===== config.mk =====
export PLATFORM = sky130hd
export DESIGN_NAME = alu_fdec
export DESIGN_NICKNAME = d
export VERILOG_FILES = /design/src/rtl/alu_fdec.sv
export SDC_FILE = /design/constraint.sdc
export NUM_CORES = 1
export LEC_CHECK = 0
export ABC_AREA = 0
export BUFFER_PORTS_ARGS = -buffer_cell sky130_fd_sc_hd__clkbuf_2
export CORE_ASPECT_RATIO = 1.25
export CORE_MARGIN = 4
export CORE_UTILIZATION = 30
export DETAILED_ROUTE_END_ITERATION = 12
export PLACE_DENSITY_LB_ADDON = 0.12
export SLEW_MARGIN = 10
export SYNTH_ARGS = -nofsm -noshare
export SYNTH_HDL_FRONTEND = slang
export SYNTH_SLANG_ARGS = --single-unit

===== constraint.sdc =====
create_clock -name vclk -period 6.9
set_input_delay 1.38 -clock vclk [all_inputs]
set_output_delay 1.38 -clock vclk [all_outputs]
set_load 0.01 [all_outputs]

===== src/rtl/alu_fdec.sv =====
module alu_fdec #(
  parameter int WIDTH = 32
) (
  input  logic [WIDTH-1:0] opa,
  input  logic [WIDTH-1:0] opb,
  input  logic [1:0]       op_class,
  input  logic [5:0]       func,
  output logic [WIDTH-1:0] result,
  output logic             zero,
  output logic             ovf
);
  localparam int MSB = WIDTH - 1;

  localparam logic [2:0] SEL_AND = 3'b000;
  localparam logic [2:0] SEL_OR  = 3'b001;
  localparam logic [2:0] SEL_ADD = 3'b010;
  localparam logic [2:0] SEL_SUB = 3'b110;
  localparam logic [2:0] SEL_SLT = 3'b111;

  localparam logic [5:0] FN_ADD = 6'b100000;
  localparam logic [5:0] FN_SUB = 6'b100010;
  localparam logic [5:0] FN_AND = 6'b100100;
  localparam logic [5:0] FN_OR  = 6'b100101;
  localparam logic [5:0] FN_SLT = 6'b101010;

  logic [2:0]       sel;
  logic             negate;
  logic [WIDTH-1:0] b_eff;
  logic [WIDTH-1:0] sum;
  logic             sum_ovf;
  logic             less;

  always_comb begin
    unique case (op_class)
      2'b01:   sel = SEL_SUB;
      2'b10: begin
        unique case (func)
          FN_SUB:  sel = SEL_SUB;
          FN_AND:  sel = SEL_AND;
          FN_OR:   sel = SEL_OR;
          FN_SLT:  sel = SEL_SLT;
          default: sel = SEL_ADD;
        endcase
      end
      default: sel = SEL_ADD;
    endcase
  end

  assign negate  = sel[2];
  assign b_eff   = opb ^ {WIDTH{negate}};
  assign sum     = opa + b_eff + {{(WIDTH-1){1'b0}}, negate};
  assign sum_ovf = (opa[MSB] == b_eff[MSB]) && (sum[MSB] != opa[MSB]);
  assign less    = sum[MSB] ^ sum_ovf;

  always_comb begin
    unique case (sel)
      SEL_AND: result = opa & opb;
      SEL_OR:  result = opa | opb;
      SEL_SLT: result = {{(WIDTH-1){1'b0}}, less};
      default: result = sum;
    endcase
  end

  assign zero = ~|result;
  assign ovf  = (sel == SEL_ADD || sel == SEL_SUB) ? sum_ovf : 1'b0;

  always_comb begin
    if (op_class == 2'b00)
      a_r1_class_add: assert (result == opa + opb);
    if (op_class == 2'b01)
      a_r2_class_sub: assert (result == opa - opb);
    if (op_class == 2'b10 && func == FN_SLT)
      a_r5_slt_upper_clear: assert (result[MSB:1] == '0);
    if (op_class == 2'b10 && (func == FN_AND || func == FN_OR || func == FN_SLT))
      a_r8_no_overflow: assert (!ovf);
    if (op_class == 2'b00 && ovf)
      a_r7_add_ovf_signs: assert (opa[MSB] == opb[MSB] && result[MSB] != opa[MSB]);
    if (zero)
      a_r6_zero_result: assert (result == '0);
  end
endmodule


==> metrics <==
met2 routed WL 6830 um; Reg area 0 um2; Antenna Cells 0; Final Slew Violations 0; RSZ-0062 raised after global routing true; final critical-path share of the clock period 105%; Hold Path Class primary input to output pin; Fin. Hold Viols 0; core area 0.00976 mm2; first-pass GRT wire length ~20000 um; post-synthesis sequential area ratio 0%; final worst path period need a little over 7 ns; slew at the pin closest to its max-slew limit between 0.8 and 0.9 ns; Leakage Power around 0.0023 uW; post-route cell area around 0.0047 mm2; Placed Instances roughly 800; GP Congestion about 0.97; DR top layer met4; Max Cap Viol 0; post-synthesis compound-gate area fraction a little under two fifths; P_sw roughly 340 uW; area grow syn2layout 54.8%; met3 WL between 600 and 700 um; average wire per standard cell 16.3 um; I/O Buffers 106; crit-path cells clkbuf_2 > inv_2 > ha_4 > and4bb_4 > a21oi_4 > buf_12 > xnor2_1 > ha_1 > buf_4 > a21oi_2 > o221a_2 > o31a_1 > xnor2_1 > o21ai_1 > or2_0 > or4_4 > or4_1 > or4_4 > nor4_2 > and4b_1 > clkbuf_2; post-synthesis adder-cell area fraction between 10% and 20%; syn_nets around 560; Core Util, Final between 40 and 50%; final non-filler cell total 782; relative slew slack 41.5%; CP Launch Type primary input; Sequential Power Share 0%; antenna violations before repair 0; HPWL after DPL 10900 um; layout cells sized above 1 39.2%; IO Pins around 110; Yosys warning count 0; Avg Synthesized Cell Area approximately 6.7 um2; clock buf count 0; P per Cell Area between 100 and 150 mW/mm2; vias in the first global route roughly 4200; Post-Synthesis Cells ~460; CP Class primary input to output pin; DP Area 0.00458 mm2; Initial DRT Pass Iterations 4; vias per std cell between 5 and 6; Post-DRT Antenna Nets 0; outcome complete, but fails checks; Max VDD drop 74.8 uV; effective utilization at floorplan a little under a third; row count 40; fraction of power spent switching nets between 50% and 60%; Overflow after GRT 0; Iter 0 DRT Violations 99; post-synth cell types between 50 and 60; largest net degree at the start of global routing 15; seq_cells 0; failing checks setup timing; Comb pwr share between 90% and 100%; Mapped Area between 0.003 and 0.004 mm2; Internal Power around 340 uW; Worst Slack Setup Final -0.318 ns; Fmax between 100 and 150 MHz; Synth Area in XOR/XNOR approximately 17%; Routed Wire Length between 10000 and 15000 um; CP Capture Type output pin; Die X between 90 and 100 um; WP data arrival ~6 ns; total track usage between 20% and 30%; Via Count around 4200; largest family of logic cells by synthesized area compound AO/OA/AOI/OAI gates; Die Span Y around 120 um; post-synthesis mux area share less than 1%; wl on met1 about 4900 um; Crit-path slowest cell or4_4; DRC viols 0; Worst EP required 5.52 ns; Synth Area in Simple Gates between 20 and 30%; final count of negative-setup-slack endpoints 1; die area around 0.012 mm2; clock share of power 0%; CP Max Fanout 12; worst stage delay on the critical path 0.51 ns; fin nets about 770
worst max-delay path, delay by kind of cell:
| kind | cells | cell delay, ns |
|---|---|---|
| buffers and inverters | 5 | 0.60 |
| AOI/OAI and AO/OA | 5 | 0.73 |
| and+or+nand+nor | 7 | 2.35 |
| adders and majority gates | 2 | 0.54 |
| xor gates and xnor gates | 2 | 0.26 |
power by group through the flow:
stage	clock, uW	sequential [uW]	combinational [uW]
5_1_grt	0	0	745
4_1_cts	0	0	675
6_report	0	0	681
3_5_place_dp	0	0	661
3_3_place_gp	0	0	658
2_1_floorplan	0	0	352
worst paths after layout:
path                         from         to  slack (ns)  cells after the start
worst max-delay path  op_class[0]       zero       -0.32                     21
worst min-delay path       opb[3]  result[3]        3.11                      4
area by class of cell:
class	instances	area [um2]
Fill cell	1018	5060
Multi-Input combinational cell	420	3080
Timing Repair Buffer	219	1390
Tap cell	126	158
Inverter	17	63.8
logic make-up after synthesis:
kind of cell,count (synthesis)
fa+ha+maj,36
buf+inv,35
xor+xnor,58
mux,3
simple gates,152
compound gates,171
cell usage in the layout, fill, tap and decap left out, types with 13 or more instances in the layout:
| cell type | count |
|---|---|
| a21oi_1 | 38 |
| a22oi_1 | 18 |
| buf_4 | 112 |
| clkbuf_2 | 106 |
| ha_1 | 32 |
| inv_1 | 16 |
| nand2_1 | 63 |
| nor2_1 | 17 |
| o21ai_0 | 30 |
| xnor2_1 | 41 |
| xor2_1 | 13 |
repair_timing:
action                     CTS  global route
pin swaps                    5             3
resized for setup            8             7
hold buffers                 0             0
hold endpoints to repair     0             0
setup endpoints to repair    1             2
setup buffers                3             1
layer usage:
metal	vias up	global-route usage [%]
li1	2122	-
met1	1919	22.7
met2	120	40.7
met3	29	1.79
met4	0	6.58
met5	-	0
through the flow:
stage | hold slack [ns] | setup WS [ns] | TNS (ns) | power, uW
floorplan | 2.89 | -0.0309 | -0.0309 | 352
global placement | 3.11 | -0.513 | -0.513 | 658
detailed placement | 3.12 | -0.509 | -0.509 | 661
CTS | 3.12 | -0.300 | -0.300 | 675
global route | 3.18 | -0.529 | -0.548 | 745
finish | 3.11 | -0.318 | -0.318 | 681
synthesized netlist by cell type, types with 7 or more instances:
| master | count | area share, % |
|---|---|---|
| inv_1 | 17 | 2.1 |
| a21oi_1 | 44 | 7.3 |
| nand3_1 | 12 | 2.0 |
| a22oi_1 | 18 | 4.5 |
| a21o_1 | 12 | 3.0 |
| a31oi_1 | 9 | 1.9 |
| nor2b_1 | 11 | 2.3 |
| ha_1 | 34 | 14 |
| xnor2_1 | 45 | 13 |
| o21ai_0 | 33 | 5.4 |
| nand2_1 | 63 | 7.8 |
| o21a_1 | 10 | 2.5 |
| nor2_1 | 17 | 2.1 |
| xor2_1 | 13 | 3.8 |
| or3_1 | 7 | 1.4 |
| clkbuf_1 | 15 | 1.9 |
Note: power is estimated with default switching activity, not from simulation.
